$ cat config.mk
export PLATFORM = sky130hd
export DESIGN_NAME = sblk_dma
export DESIGN_NICKNAME = d
export VERILOG_FILES = /design/src/rtl/sdma_pkg.sv /design/src/rtl/sdma_beat_ctr.sv /design/src/rtl/sdma_irq_latch.sv /design/src/rtl/sdma_seq.sv /design/src/rtl/sblk_dma.sv
export SDC_FILE = /design/constraint.sdc
export NUM_CORES = 1
export LEC_CHECK = 0
export BUFFER_PORTS_ARGS = -buffer_cell sky130_fd_sc_hd__buf_4
export CAP_MARGIN = 10
export CORE_UTILIZATION = 35
export CTS_CLUSTER_DIAMETER = 30
export CTS_CLUSTER_SIZE = 16
export DETAILED_ROUTE_END_ITERATION = 8
export PLACE_DENSITY = 0.74
export SYNTH_ARGS = -nofsm -noshare
export SYNTH_HDL_FRONTEND = slang
export SYNTH_SLANG_ARGS = --single-unit
$ cat constraint.sdc
create_clock -name clk -period 1.36 [get_ports clk]
set_input_delay 0.204 -clock clk [delete_from_list [all_inputs] [get_ports clk]]
set_output_delay 0.204 -clock clk [all_outputs]
set_load 0.01 [all_outputs]
$ cat src/rtl/sdma_pkg.sv
package sdma_pkg;
  typedef enum logic [1:0] {
    ST_IDLE  = 2'd0,
    ST_CREQ  = 2'd1,
    ST_CWAIT = 2'd2,
    ST_COPY  = 2'd3
  } sdma_st_e;
endpackage

$ cat src/rtl/sdma_beat_ctr.sv
module sdma_beat_ctr #(
  parameter int BLOCK_BYTES = 64,
  localparam int IDX_W = $clog2(BLOCK_BYTES)
) (
  input  logic             clk,
  input  logic             rst_n,
  input  logic             clr,
  input  logic             step,
  output logic [IDX_W-1:0] idx,
  output logic             last
);
  localparam logic [IDX_W-1:0] LAST_IDX = IDX_W'(BLOCK_BYTES - 1);

  assign last = (idx == LAST_IDX);

  always_ff @(posedge clk) begin
    if (!rst_n || clr) idx <= '0;
    else if (step) idx <= last ? '0 : idx + 1'b1;
  end

  AST_IDX_RANGE: assert property (@(posedge clk) disable iff (!rst_n)
    step && !last |=> idx == $past(idx) + 1'b1);
endmodule

$ cat src/rtl/sdma_irq_latch.sv
module sdma_irq_latch (
  input  logic clk,
  input  logic rst_n,
  input  logic set,
  input  logic clr,
  output logic irq
);
  always_ff @(posedge clk) begin
    if (!rst_n) irq <= 1'b0;
    else if (set) irq <= 1'b1;
    else if (clr) irq <= 1'b0;
  end

  AST_IRQ_STICKY: assert property (@(posedge clk) disable iff (!rst_n)
    irq && !clr |=> irq);
endmodule

$ cat src/rtl/sdma_seq.sv
module sdma_seq
  import sdma_pkg::*;
(
  input  logic clk,
  input  logic rst_n,
  input  logic trig_we,
  input  logic trig_sel,
  input  logic cmd_ack,
  input  logic beat_fire,
  input  logic beat_last,
  output logic busy,
  output logic to_mem,
  output logic cmd_req,
  output logic copying,
  output logic ctr_clr,
  output logic done
);
  sdma_st_e st;

  assign busy    = (st != ST_IDLE);
  assign cmd_req = (st == ST_CREQ);
  assign copying = (st == ST_COPY);
  assign ctr_clr = (st == ST_IDLE) && trig_we;
  assign done    = ((st == ST_CWAIT) && cmd_ack && !to_mem) ||
                   ((st == ST_COPY) && beat_fire && beat_last && to_mem);

  always_ff @(posedge clk) begin
    if (!rst_n) begin
      st     <= ST_IDLE;
      to_mem <= 1'b0;
    end else begin
      unique case (st)
        ST_IDLE: if (trig_we) begin
          to_mem <= !trig_sel;
          st     <= trig_sel ? ST_COPY : ST_CREQ;
        end
        ST_CREQ:  st <= ST_CWAIT;
        ST_CWAIT: if (cmd_ack) st <= to_mem ? ST_COPY : ST_IDLE;
        ST_COPY:  if (beat_fire && beat_last) st <= to_mem ? ST_IDLE : ST_CREQ;
        default:  st <= ST_IDLE;
      endcase
    end
  end

  AST_REQ_ONE_CYCLE: assert property (@(posedge clk) disable iff (!rst_n)
    cmd_req |=> !cmd_req);
  AST_DIR_HELD: assert property (@(posedge clk) disable iff (!rst_n)
    busy && trig_we |=> $stable(to_mem));
endmodule

$ cat src/rtl/sblk_dma.sv
module sblk_dma #(
  parameter int BLOCK_BYTES = 64,
  parameter int DATA_W = 8,
  localparam int IDX_W = $clog2(BLOCK_BYTES)
) (
  input  logic              clk,
  input  logic              rst_n,
  input  logic              trig_we,
  input  logic              trig_sel,
  output logic              cmd_req,
  input  logic              cmd_ack,
  output logic [IDX_W-1:0]  xfer_idx,
  output logic              xfer_to_mem,
  input  logic [DATA_W-1:0] src_data,
  output logic              dst_valid,
  input  logic              dst_ready,
  output logic [DATA_W-1:0] dst_data,
  output logic              busy,
  output logic              irq,
  input  logic              irq_clr
);
  logic beat_fire, beat_last, copying, ctr_clr, done;

  assign dst_valid = copying;
  assign dst_data  = src_data;
  assign beat_fire = dst_valid && dst_ready;

  sdma_seq u_seq (
    .clk(clk), .rst_n(rst_n), .trig_we(trig_we), .trig_sel(trig_sel),
    .cmd_ack(cmd_ack), .beat_fire(beat_fire), .beat_last(beat_last),
    .busy(busy), .to_mem(xfer_to_mem), .cmd_req(cmd_req),
    .copying(copying), .ctr_clr(ctr_clr), .done(done)
  );

  sdma_beat_ctr #(.BLOCK_BYTES(BLOCK_BYTES)) u_ctr (
    .clk(clk), .rst_n(rst_n), .clr(ctr_clr), .step(beat_fire),
    .idx(xfer_idx), .last(beat_last)
  );

  sdma_irq_latch u_irq (
    .clk(clk), .rst_n(rst_n), .set(done), .clr(irq_clr), .irq(irq)
  );

  AST_BEAT_HOLD: assert property (@(posedge clk) disable iff (!rst_n)
    dst_valid && !dst_ready |=> dst_valid && $stable(xfer_idx));
  AST_DONE_FLAGS: assert property (@(posedge clk) disable iff (!rst_n)
    done |=> irq && !busy);
  AST_NO_BEAT_WITH_REQ: assert property (@(posedge clk) disable iff (!rst_n)
    cmd_req |=> !dst_valid);
endmodule

== Word-level counts from Yosys, hierarchy flattened ==
Index checks and enable logic that the tools add are counted.

* Add/sub/neg operators: 1
* Eq/ne operators: 7
* Mux-type cells: 10
* Reductions and logical operators: 18

{| class="wikitable"
|+ Operators with widths
! operator !! count
|-
| 2-bit two-way mux || 5
|-
| 1-bit logical AND || 8
|-
| 2-bit one-hot mux with 4 select lines || 1
|-
| 6-bit by 1-bit adder with 6-bit output (second input constant) || 1
|-
| 6-bit equality test (second input constant) || 1
|-
| 6-bit two-way mux || 1
|-
| 2-bit equality test (second input constant) || 2
|-
| 2-bit inequality test (second input constant) || 2
|-
| 2-bit nonzero test || 2
|-
| 1-bit logical NOT || 3
|-
| 1-bit two-way mux || 3
|-
| 3-bit AND reduction || 1
|-
| 2-bit by 1-bit equality test with 1-bit output (second input constant) || 1
|-
| 2-bit logical NOT || 1
|-
| 1-bit logical OR || 2
|-
| 2-bit by 1-bit inequality test with 1-bit output (second input constant) || 1
|-
| 2-bit AND reduction || 1
|}

* Register bits after elaboration: 10
* Bits of input ports: 15
* Output and inout bits: 19
* Word-level logic and storage cells: 40

== Longest topological paths before layout ==
Gate-level depths: netlist (run 1).

* Word-level depth: 7
* Mapped depth: 5
* Mapped depth without buffers: 5

== Modules after synthesis ==
From an unflattened synthesis (run 1), not the netlist that was laid out.

* Cell total of the unflattened synthesis: 66
* Area, all modules: 581.8 um^2

{| class="wikitable"
|+ Modules (own cells, without submodules)
! module !! instances !! cells each !! area an instance (um^2) !! sequential area each (um^2)
|-
| sdma_beat_ctr || 1 || 33 || 284.0 || 120.1
|-
| sdma_seq || 1 || 21 || 190.2 || 60.1
|-
| sblk_dma || 1 || 9 || 66.3 || 0.0
|-
| sdma_irq_latch || 1 || 3 || 41.3 || 20.0
|}

== Worst setup path after synthesis (run 1) ==
Ideal clock, no wire load.

* Path kind: register -> register
* Start: register u_ctr.idx[0]
* End: register u_seq.st[0]
* Setup time: 0.116 ns
* Arrival: 1.100 ns
* Required time: 1.244 ns
* Slack: 0.145 ns
* Cell stages (with the launch flop): 5
* Buffers on the path: 0
* Clock period less this slack: 1.215 ns
* Path through: dfxtp_1 -> ha_1 -> and4_4 -> nand4_1 -> and3_1

* Longest elaborated chain between the ends: 4

{| class="wikitable"
|+ Ends and longest elaborated chain
! what !! RTL line !! RTL
|-
| start, declared || sdma_beat_ctr.sv:9 || <nowiki>output logic [IDX_W-1:0] idx,</nowiki>
|-
| start signal, assigned || sdma_beat_ctr.sv:18 || <nowiki>else if (step) idx <= last ? '0 : idx + 1'b1;</nowiki>
|-
| 6-bit equality test || sdma_beat_ctr.sv:14 || <nowiki>assign last = (idx == LAST_IDX);</nowiki>
|-
| 1-bit logical AND || sdma_seq.sv:39 || <nowiki>ST_COPY: if (beat_fire && beat_last) st <= to_mem ? ST_IDLE : ST_CREQ;</nowiki>
|-
| 2-bit by 1-bit inequality test with 1-bit output (no line) || - ||
|-
| 3-bit AND reduction (no line) || - ||
|-
| end signal, assigned || sdma_seq.sv:35 || <nowiki>st <= trig_sel ? ST_COPY : ST_CREQ;</nowiki>
|-
| end signal, assigned || sdma_seq.sv:38 || <nowiki>ST_CWAIT: if (cmd_ack) st <= to_mem ? ST_COPY : ST_IDLE;</nowiki>
|-
| end signal, assigned || sdma_seq.sv:39 ||
|-
| end, declared || sdma_seq.sv:18 || <nowiki>sdma_st_e st;</nowiki>
|}

No other way between the ends.
A chain may end at the register's enable or synchronous reset.

== Final worst setup path (run 1) ==
* Start: register u_seq.st[0]
* End: output port cmd_req

* Longest elaborated chain between the ends: 1

{| class="wikitable"
|+ Ends and longest elaborated chain
! what !! RTL line !! RTL
|-
| 2-bit by 1-bit equality test with 1-bit output || sdma_seq.sv:21 || <nowiki>assign cmd_req = (st == ST_CREQ);</nowiki>
|-
| end, declared || sblk_dma.sv:10 || <nowiki>output logic cmd_req,</nowiki>
|}

No other way between the ends.

==> summary.md, run 1 <==
| Metric | Value |
|---|---|
| Status | finished, final reports clean |
| Peak supply drop | 0.000444 V |
| Hold_buf cts | 0 |
| CTS Buf Count | 3 |
| Initial core utilization | 39.6% |
| Crit Path Class | flop to primary output |
| IO Pins | 34 |
| GRT Util Overall | 14.8% |
| Leak Pwr | 0.301 nW |
| Top_reg_cell synth | dfxtp_1 |
| CP startpoint kind | flop |
| Post-Route WL | 1210 um |
| DP Worst Slack | 123 ps |
| DR vias/cell | 5.06 |
| Synth Warn # | 0 |
| Final period utilization | 90.7% |
| Yosys top cell area share | 36.5% |
| Remaining global-route overflow | 0 |
| Routed Antenna Nets | 0 |
| Syn-to-layout area delta | 24.9% |
| FMAX | 811 MHz |
| Power Density | 993 mW/mm^2 |
| Worst relative slew slack | 81.8% |
| Unrepaired setup endpoints after global routing | false |
| Hold slack | 205 ps |
| Max stage delay on crit path | 410 ps |
| FF+latch count, synth | 10 |
| Global-route wire length before repair | 2010 um |
| Average size of a mapped cell | 8.18 sq um |
| WL per Instance | 12.6 um |
| Tmin final | 1230 ps |
| Post-synth ARST share | 0% |
| Initial antenna violation count | 0 |
| Req. time, crit path | 1160 ps |
| Final Hold Viols | 0 |
| Largest net degree at the start of global routing | 8 |
| Synth unique cells | 24 |
| CTS tree | done |
| Most common cell in the netlist | dfxtp_1 |
| Largest cells by area after synthesis | dfxtp_1 37%, buf_4 11%, nor2_1 5.5% |
| Die height | 41.6 um |
| Via count | 486 |
| CP arrival | 1030 ps |
| Syn nets | 83 |
| Number of flops mapped to enable cells by yosys | 0 |
| Root Driver | clkbuf_4 |
| Sequential fraction of the synthesis area | 36.5% |
| CTS max path bufs | 2 |
| Sum Neg Setup Slack | 0 ps |
| Final setup viols | 0 |
| Vias in the first global route | 474 |
| First drt pass iteration count | 4 |
| Post-DP HPWL | 848 um |
| Slowest cell on the critical path | dfxtp_1 |
| Iter 0 DRT Violations | 12 |
| Worst-Margin Slew | 270 ps |
| Post-synthesis cell area | 548 sq um |
| Final Max Tran Viols | 0 |
| Diode count | 0 |
| Post_cts resized | 0 |
| Share of layout cells above drive strength 1 | 33.3% |
| Setup ws final | 127 ps |
| Hold Path Class | input port to flop |
| Dpl cells | 92 |
| Clock sinks | 10 |
| H-tree depth | 1 |
| Fin cells | 96 |
| Max-Cap Viols | 0 |
| Setup bufs post-CTS | 0 |
| Clock Skews | 6.24 ps |
| Gate Count Post-Synth | 67 |
| Worst Path Buf+Inv | 2 |
| Die width | 41.6 um |
| Rows | 13 |
| Die ar. | 0.00173 sq mm |
| Leading area contributor after synthesis | dfxtp_1 |
| Post-Route Utilization | 49.5% |
| Nets | 98 |
| Crit path cell chain | inv_1 > nor2_1 > buf_4 |
| Critical path endpoint category | primary output |
| Top post-synthesis cells by count | 10 x dfxtp_1, 8 x buf_4, 8 x nor2_1 |
| Largest delay share family, worst path | flip-flops |
| Routability congestion estimate | 0.764 |
| Skew-Pair Late Insertion Delay | 260 ps |
| IO buf count | 17 |
| Clk slew on worst S/H paths | 70 ps |
| Critical path peak fanout | 6 |
| DRC Markers | 0 |
| Core Footprint | 0.00138 sq mm |
-- layer usage --
layer / up-vias / share of wire (%) / GRT usage, %
li1: 247 / - / -
met1: 218 / 44 / 17.5
met2: 19 / 48 / 25.9
met3: 2 / 7.3 / 4.35
met4: 0 / 0.50 / 3.87
met5: - / 0 / 0
-- worst reg2reg max path, delay by kind of cell (launching register included) --
kind	cells	cell delay [ps]
simple gates	3	550
fa+ha+maj	1	200
flops	1	390
-- placed cells by master, fill, tap and decap left out, drive strengths merged, types with 2 or more instances in the layout --
cell | netlist | final
buf | 8 | 18
dfxtp | 10 | 10
nor2 | 8 | 8
nand2 | 7 | 7
inv | 4 | 4
o21ai | 4 | 4
clkbuf | 0 | 4
nand3 | 4 | 4
a21oi | 3 | 3
and3 | 2 | 2
nand4 | 2 | 2
xnor2 | 2 | 2
xor2 | 2 | 2
a21boi | 2 | 2
-- per-stage QoR --
step	total power, mW	instance area (sq um)
3_3_place_gp	0.417	642
4_1_cts	0.681	678
5_1_grt	0.717	684
6_report	0.680	684
2_1_floorplan	0.394	548
3_5_place_dp	0.417	642
-- state kept, by name, summed over array words and instances (netlist names) --
signal and flops:
u_ctr.idx 6, u_irq.irq 1, u_seq.st 2, u_seq.to_mem 1
-- cell families after synthesis --
logic type | Yosys count | share of synthesized area, %
AOI/OAI and AO/OA | 11 | 12.3
and+or+nand+nor | 28 | 26.9
xor gates and xnor gates | 4 | 6.39
buffers and inverters | 12 | 13.7
muxes | 1 | 1.83
adders and majority gates | 1 | 2.28
DFF | 10 | 36.5
-- report_power, final --
group | total [mW] | internal [mW] | switching, mW | leakage (nW)
Combinational | 0.0949 | 0.0463 | 0.0486 | 0.199
Clock | 0.267 | 0.162 | 0.105 | 0.0210
Sequential | 0.317 | 0.304 | 0.0137 | 0.0813
-- final timing paths --
kind | from | endpoint | slack, ps | cells after the start
hold reg to reg | u_seq.to_mem | u_seq.to_mem | 520 | 2
setup / recovery | u_seq.st[0] | cmd_req | 130 | 3
setup reg to reg | u_ctr.idx[0] | u_seq.st[0] | 130 | 4
hold / removal | trig_sel | u_seq.to_mem | 200 | 3
-- final cells by class --
class                      instances  area (sq um)
fill                             127           698
multi-input combinational         45           279
sequential                        10           200
timing repair buffer              18           135
clock buffer                       4          36.3
tap                               15          18.8
inverter                           4          15.0
No activity file was read; power rests on OpenSTA's default activity.
==> run 2, diff against run 1 <==
--- a/constraint.sdc
+++ b/constraint.sdc
@@ -3,2 +3,2 @@
 set_output_delay 0.204 -clock clk [all_outputs]
-set_load 0.01 [all_outputs]
+set_load 0.05 [all_outputs]
==> summary.md, run 2 (synthesis results as in run 1) <==
| Metric | Value |
|---|---|
| Status | finished, final reports clean |
| FMAX | 776 MHz (-4.3%) |
| Hold slack | 194 ps (-10.5 ps) |
| Routed Antenna Nets | 0 (unchanged) |
| Final Hold Viols | 0 (unchanged) |
| Hold Path Class | input port to flop |
| Nets | 97 (-1.0%) |
| Setup bufs post-CTS | 0 (unchanged) |
| IO buf count | 17 (unchanged) |
| Largest net degree at the start of global routing | 8 (unchanged) |
| Syn-to-layout area delta | 21.2% |
| Max-Cap Viols | 0 (unchanged) |
| Initial core utilization | 39.6% (unchanged) |
| WL met3 | 84 um (-4.5%) |
| Pwr Total | 0.664 mW (-2.3%) |
| Largest register FFs | 6 (unchanged) |
| Die ar. | 0.00173 sq mm (unchanged) |
| CTS tree | done |
| Hold_buf cts | 0 (unchanged) |
| Final instance area | 664 sq um (-2.9%) |
| DR WL met2 | 490 um (-15%) |
| Post-Route WL | 1110 um (-8.1%) |
| Reg2reg path depth | 4 (unchanged) |
| Commonest non-fill, non-tap cells in the layout | 17 x buf_4, 8 x nor2_1, 7 x nand2_1, 6 x dfxtp_2 |
| Die height | 41.6 um (unchanged) |
| Most common cell after layout, fill and taps aside | buf_4 |
| Sum Neg Setup Slack | 0 ps (unchanged) |
| Post_cts resized | 0 (unchanged) |
| First drt pass iteration count | 4 (unchanged) |
| WL per Instance | 11.8 um (-6.2%) |
| Remaining global-route overflow | 0 (unchanged) |
| Clock sinks | 10 (unchanged) |
| H-tree depth | 1 (unchanged) |
| Worst-Margin Slew | 219 ps (-51.5 ps) |
| CP startpoint | u_seq.st[1] |
| CTS Buf Count | 3 (unchanged) |
| P_int | 0.455 mW (-11%) |
| Unrepaired setup endpoints after global routing | false |
| Reg area | 208 sq um (+3.7%) |
| Final Max Tran Viols | 0 (unchanged) |
| CTS max path bufs | 2 (unchanged) |
| Post-DP HPWL | 833 um (-1.7%) |
| Skew-Pair Late Insertion Delay | 270 ps (about the same) |
| Logic pwr share | 20.4% (+6.4 points) |
| Final setup viols | 0 (unchanged) |
| Switching Fraction | 31.4% (+6.8 points) |
| Routability congestion estimate | 0.889 (+16%) |
| Worst r2r src | u_ctr.idx[0] |
| Placed inst area | 639 sq um (-0.39%) |
| Iter 0 DRT Violations | 24 (+12) |
| Metal1 wirelength | 508 um (-4.9%) |
| Worst relative slew slack | 85.3% (+3.4 points) |
| CP startpoint kind | flop |
| Worst R2R End | u_irq.irq |
| Share of power burned in registers | 48.2% (+1.5 points) |
| Multi-input combinational cell area | 273 sq um (-2.2%) |
| Die width | 41.6 um (unchanged) |
| Critical path endpoint category | primary output |
| Final period utilization | 94.7% (+4.1 points) |
| Vias in the first global route | 421 (-11%) |
| DR vias/cell | 5.12 (+1.1%) |
| Power Density | 999 mW/mm^2 (+0.64%) |
| Biggest register | u_ctr.idx |
| Clock Skews | 4.56 ps (-1.68 ps) |
| Diode count | 0 (unchanged) |
| Rows | 13 (unchanged) |
| Critical path peak fanout | 7 (+1) |
| Share of layout cells above drive strength 1 | 38.0% (+4.6 points) |
| Req. time, crit path | 1160 ps (about the same) |
| GRT Util Overall | 13.5% (-1.3 points) |
| Clock Power Share | 31.4% (-7.9 points) |
| Core Footprint | 0.00138 sq mm (unchanged) |
| Crit Path Class | flop to primary output |
| Peak supply drop | 0.000365 V (-18%) |
| Tmin final | 1290 ps (+55.2 ps) |
| Via count | 481 (-1.0%) |
| Clk slew on worst S/H paths | 70 ps (about the same) |
| Leak Pwr | 0.291 nW (-3.3%) |
| Top Metal Used | met4 |
| Setup crit end | dst_valid |
| Worst R2R Setup Slack | 170 ps (+40 ps) |
| Regs by FF count | u_ctr.idx (6), u_seq.st (2) |
| Root Driver | clkbuf_4 |
| Global-route wire length before repair | 1740 um (-13%) |
| CP arrival | 1080 ps (+50 ps) |
| DRC Markers | 0 (unchanged) |
| Filler cell count | 118 (-7.1%) |
| IO Pins | 34 (unchanged) |
| Switching power total | 0.209 mW (+25%) |
| Initial antenna violation count | 0 (unchanged) |
[run 2: cell count changes in the layout (fill, tap and decap cells not counted)]
cell,before,now
nor4_2,1,0
dfxtp_2,0,6
nor4_1,0,1
clkbuf_8,1,0
buf_4,18,17
dfxtp_1,10,4
[run 2: routing by layer]
layer / vias up / track usage, %
met2: 17 / 17.8
met3: 6 / 6.09
li1: 246 / -
met5: - / 0
met4: 0 / 12.9
met1: 212 / 15.8
[run 2: layout make-up]
class	instances	share of cell area (%)
well taps	15	2.82
multi-input cells	45	41.1
flip-flops and latches	10	31.3
clock buffers	3	3.39
inverters	4	2.26
repair buffers	17	19.2
[run 2: through the flow]
stage / std cells / utilization [%] / setup slack, ps
after floorplan: 67 / - / 0.919
after global placement: 91 / 46.2 / 225
after detailed placement: 91 / 46.2 / 156
after CTS: 94 / 47.9 / 21.6
after global routing: 94 / 48.1 / 27.0
final: 94 / 48.1 / 71.9
[run 2: critical path, stage by stage (launching register included)]
cell	delay, ps
dfxtp_2	380
and2_1	210
buf_4	220
[run 2: power by group through the flow]
| stage | sequential (mW) | clock, mW | combinational [mW] |
|---|---|---|---|
| 5_1_grt | 0.322 | 0.228 | 0.145 |
| 2_1_floorplan | 0.336 | 0 | 0.138 |
| 3_3_place_gp | 0.324 | 0 | 0.136 |
| 3_5_place_dp | 0.325 | 0 | 0.136 |
| 6_report | 0.320 | 0.209 | 0.136 |
| 4_1_cts | 0.318 | 0.211 | 0.136 |
[run 2: worst min-delay path by stage]
stage / depth (start not counted) / startpoint / endpoint
2_1_floorplan: 2 / rst_n / u_seq.st[1]
3_3_place_gp: 0 / src_data[3] / dst_data[3]
3_5_place_dp: 0 / src_data[3] / dst_data[3]
4_1_cts: 3 / trig_sel / u_seq.to_mem
5_1_grt: 3 / trig_sel / u_seq.to_mem
6_report: 3 / trig_sel / u_seq.to_mem
==> run 3, diff against run 2 <==
Settings changed: CTS_CLUSTER_SIZE 16 to 20, PLACE_DENSITY 0.74 to 0.76.
Clock period 1.36 ns to 1.1 ns, I/O delays scaled along.
==> summary.md, run 3 (synthesis results as in run 1) <==
| Metric | Value |
|---|---|
| Status | complete, but fails checks |
| Violated checks | setup timing |
| Global-route wire length before repair | 2210 um (+27%) |
| Crit Path Class | flop to flop |
| Hold slack | 152 ps (-42.1 ps) |
| Regs by FF count | u_ctr.idx (6), u_seq.st (2) |
| Diode count | 0 (unchanged) |
| Final Max Tran Viols | 0 (unchanged) |
| Unrepaired setup endpoints after global routing | true |
| Skew-Pair Late Insertion Delay | 270 ps (about the same) |
| Post-Route Utilization | 64.9% (+17 points) |
| Hold Path Class | input port to flop |
| Power Density | 1110 mW/mm^2 (+11%) |
| Die width | 41.6 um (unchanged) |
| Rows | 13 (unchanged) |
| Tmin final | 1170 ps |
| Reg2reg path depth | 5 (+1) |
| Most common cell after layout, fill and taps aside | buf_4 |
| Dpl cells | 97 (+6.6%) |
| Hold Path Cell Cnt | 3 (unchanged) |
| Commonest non-fill, non-tap cells in the layout | 18 x buf_4, 7 x nor2_1, 7 x dfxtp_4, 6 x nand2_1, 6 x buf_6 |
| Post-DP HPWL | 959 um (+15%) |
| Final period utilization | 107% |
| Syn-to-layout area delta | 63.7% |
| Top Metal Used | met4 |
| Crit path cell chain | buf_6 > nand4_1 > a211o_1 > a21oi_1 > nor2_1 |
| Routed Antenna Nets | 0 (unchanged) |
| Core Footprint | 0.00138 sq mm (unchanged) |
| DR WL met2 | 715 um (+46%) |
| Largest register FFs | 6 (unchanged) |
| Sum Neg Setup Slack | -246 ps (-246 ps) |
| CTS tree | done |
| Remaining global-route overflow | 0 (unchanged) |
| DRC Markers | 0 (unchanged) |
| Via count | 548 (+14%) |
| CP startpoint kind | flop |
| Iter 0 DRT Violations | 8 (-67%) |
| Post-Route WL | 1460 um (+32%) |
| Nets | 108 (+11%) |
| Clk slew on worst S/H paths | 70 ps (about the same) |
| CTS Buf Count | 3 (unchanged) |
| Max-Cap Viols | 0 (unchanged) |
| Routability congestion estimate | 0.856 (-3.7%) |
| Req. time, crit path | 1250 ps (+90 ps) |
| Hold_buf cts | 0 (unchanged) |
| Critical path peak fanout | 4 (-3) |
| CTS max path bufs | 2 (unchanged) |
| DP Worst Slack | -25.8 ps (-182 ps) |
| Fin cells | 106 (+13%) |
| Max stage delay on crit path | 380 ps (about the same) |
| Worst relative slew slack | 84.8% (-0.52 points) |
| DR vias/cell | 5.17 (+1.0%) |
| Initial antenna violation count | 0 (unchanged) |
| IO buf count | 17 (unchanged) |
| Placed inst area | 724 sq um (+13%) |
| GRT Util Overall | 17.1% (+3.6 points) |
| Biggest register | u_ctr.idx |
| Clock sinks | 10 (unchanged) |
| Initial core utilization | 39.6% (unchanged) |
| Worst R2R Setup Slack | -70 ps (-240 ps) |
| Peak supply drop | 0.000735 V (+100%) |
| Die height | 41.6 um (unchanged) |
| Final setup viols | 7 (+7) |
| IO Pins | 34 (unchanged) |
| Setup ws final | -72.2 ps (-144 ps) |
| Pwr Total | 0.997 mW (+50%) |
| Final Hold Viols | 0 (unchanged) |
| Root Driver | clkbuf_4 |
| WL per Instance | 13.8 um (+17%) |
| Leak Pwr | 0.376 nW (+29%) |
| Die ar. | 0.00173 sq mm (unchanged) |
| Vias in the first global route | 524 (+24%) |
| Slowest cell on the critical path | dfxtp_4 |
| Worst-Margin Slew | 226 ps (+7.38 ps) |
| Critical path endpoint category | flop |
| Largest net degree at the start of global routing | 7 (-1) |
| Final instance area | 897 sq um (+35%) |
| FMAX | 853 MHz |
| Share of layout cells above drive strength 1 | 60.4% (+22 points) |
| CP arrival | 1330 ps (+250 ps) |
| First drt pass iteration count | 4 (unchanged) |
| H-tree depth | 1 (unchanged) |
| Clock Skews | 3.58 ps (-0.982 ps) |
| Filler cell count | 118 (unchanged) |
| WL met3 | 104 um (+24%) |
| Metal1 wirelength | 605 um (+19%) |
-- run 3: changes by cell type in the layout (fill, tap and decap cells not counted), moves of 2 or more --
cell,change
buf_6,+6
buf_8,+4
dfxtp_1,-3
dfxtp_2,-4
dfxtp_4,+7
inv_1,-2
inv_4,+2
nand3_1,-2
-- run 3: repair_timing --
item,CTS,global route
buffers inserted,4,2
resized for setup,20,10
pin swaps,4,5
setup endpoints to repair,13,12
-- run 3: area by class of cell --
| class | instances | area [sq um] | share of cell area, % |
|---|---|---|---|
| tap | 15 | 18.8 | 2.09 |
| sequential | 10 | 229 | 25.5 |
| inverter | 4 | 20.0 | 2.23 |
| multi-input combinational | 45 | 330 | 36.8 |
| timing repair buffer | 28 | 263 | 29.3 |
| clock buffer | 4 | 36.3 | 4.04 |
-- run 3: final timing paths --
check	start	endpoint
min reg2reg	u_seq.to_mem	u_seq.to_mem
max reg2reg	u_seq.st[1]	u_ctr.idx[5]
min	trig_sel	u_seq.to_mem
max	u_seq.st[1]	u_ctr.idx[5]
-- run 3: layer usage --
layer	track usage [%]	up-vias
li1	-	272
met1	17.6	249
met2	28.7	21
met3	9.13	6
met4	7.10	0
met5	0	-
-- run 3: report_power, final --
group	switching (mW)	internal (mW)
clock	0.129	0.201
combinational	0.150	0.130
sequential	0.0213	0.366
total	0.300	0.697
-- run 3: worst max-delay path, delay by kind of cell, from the launching register on --
family / cells / cell delay, ps
buffers and inverters: 1 / 100
and+or+nand+nor: 2 / 200
DFF: 1 / 380
AOI/OAI and AO/OA: 2 / 380
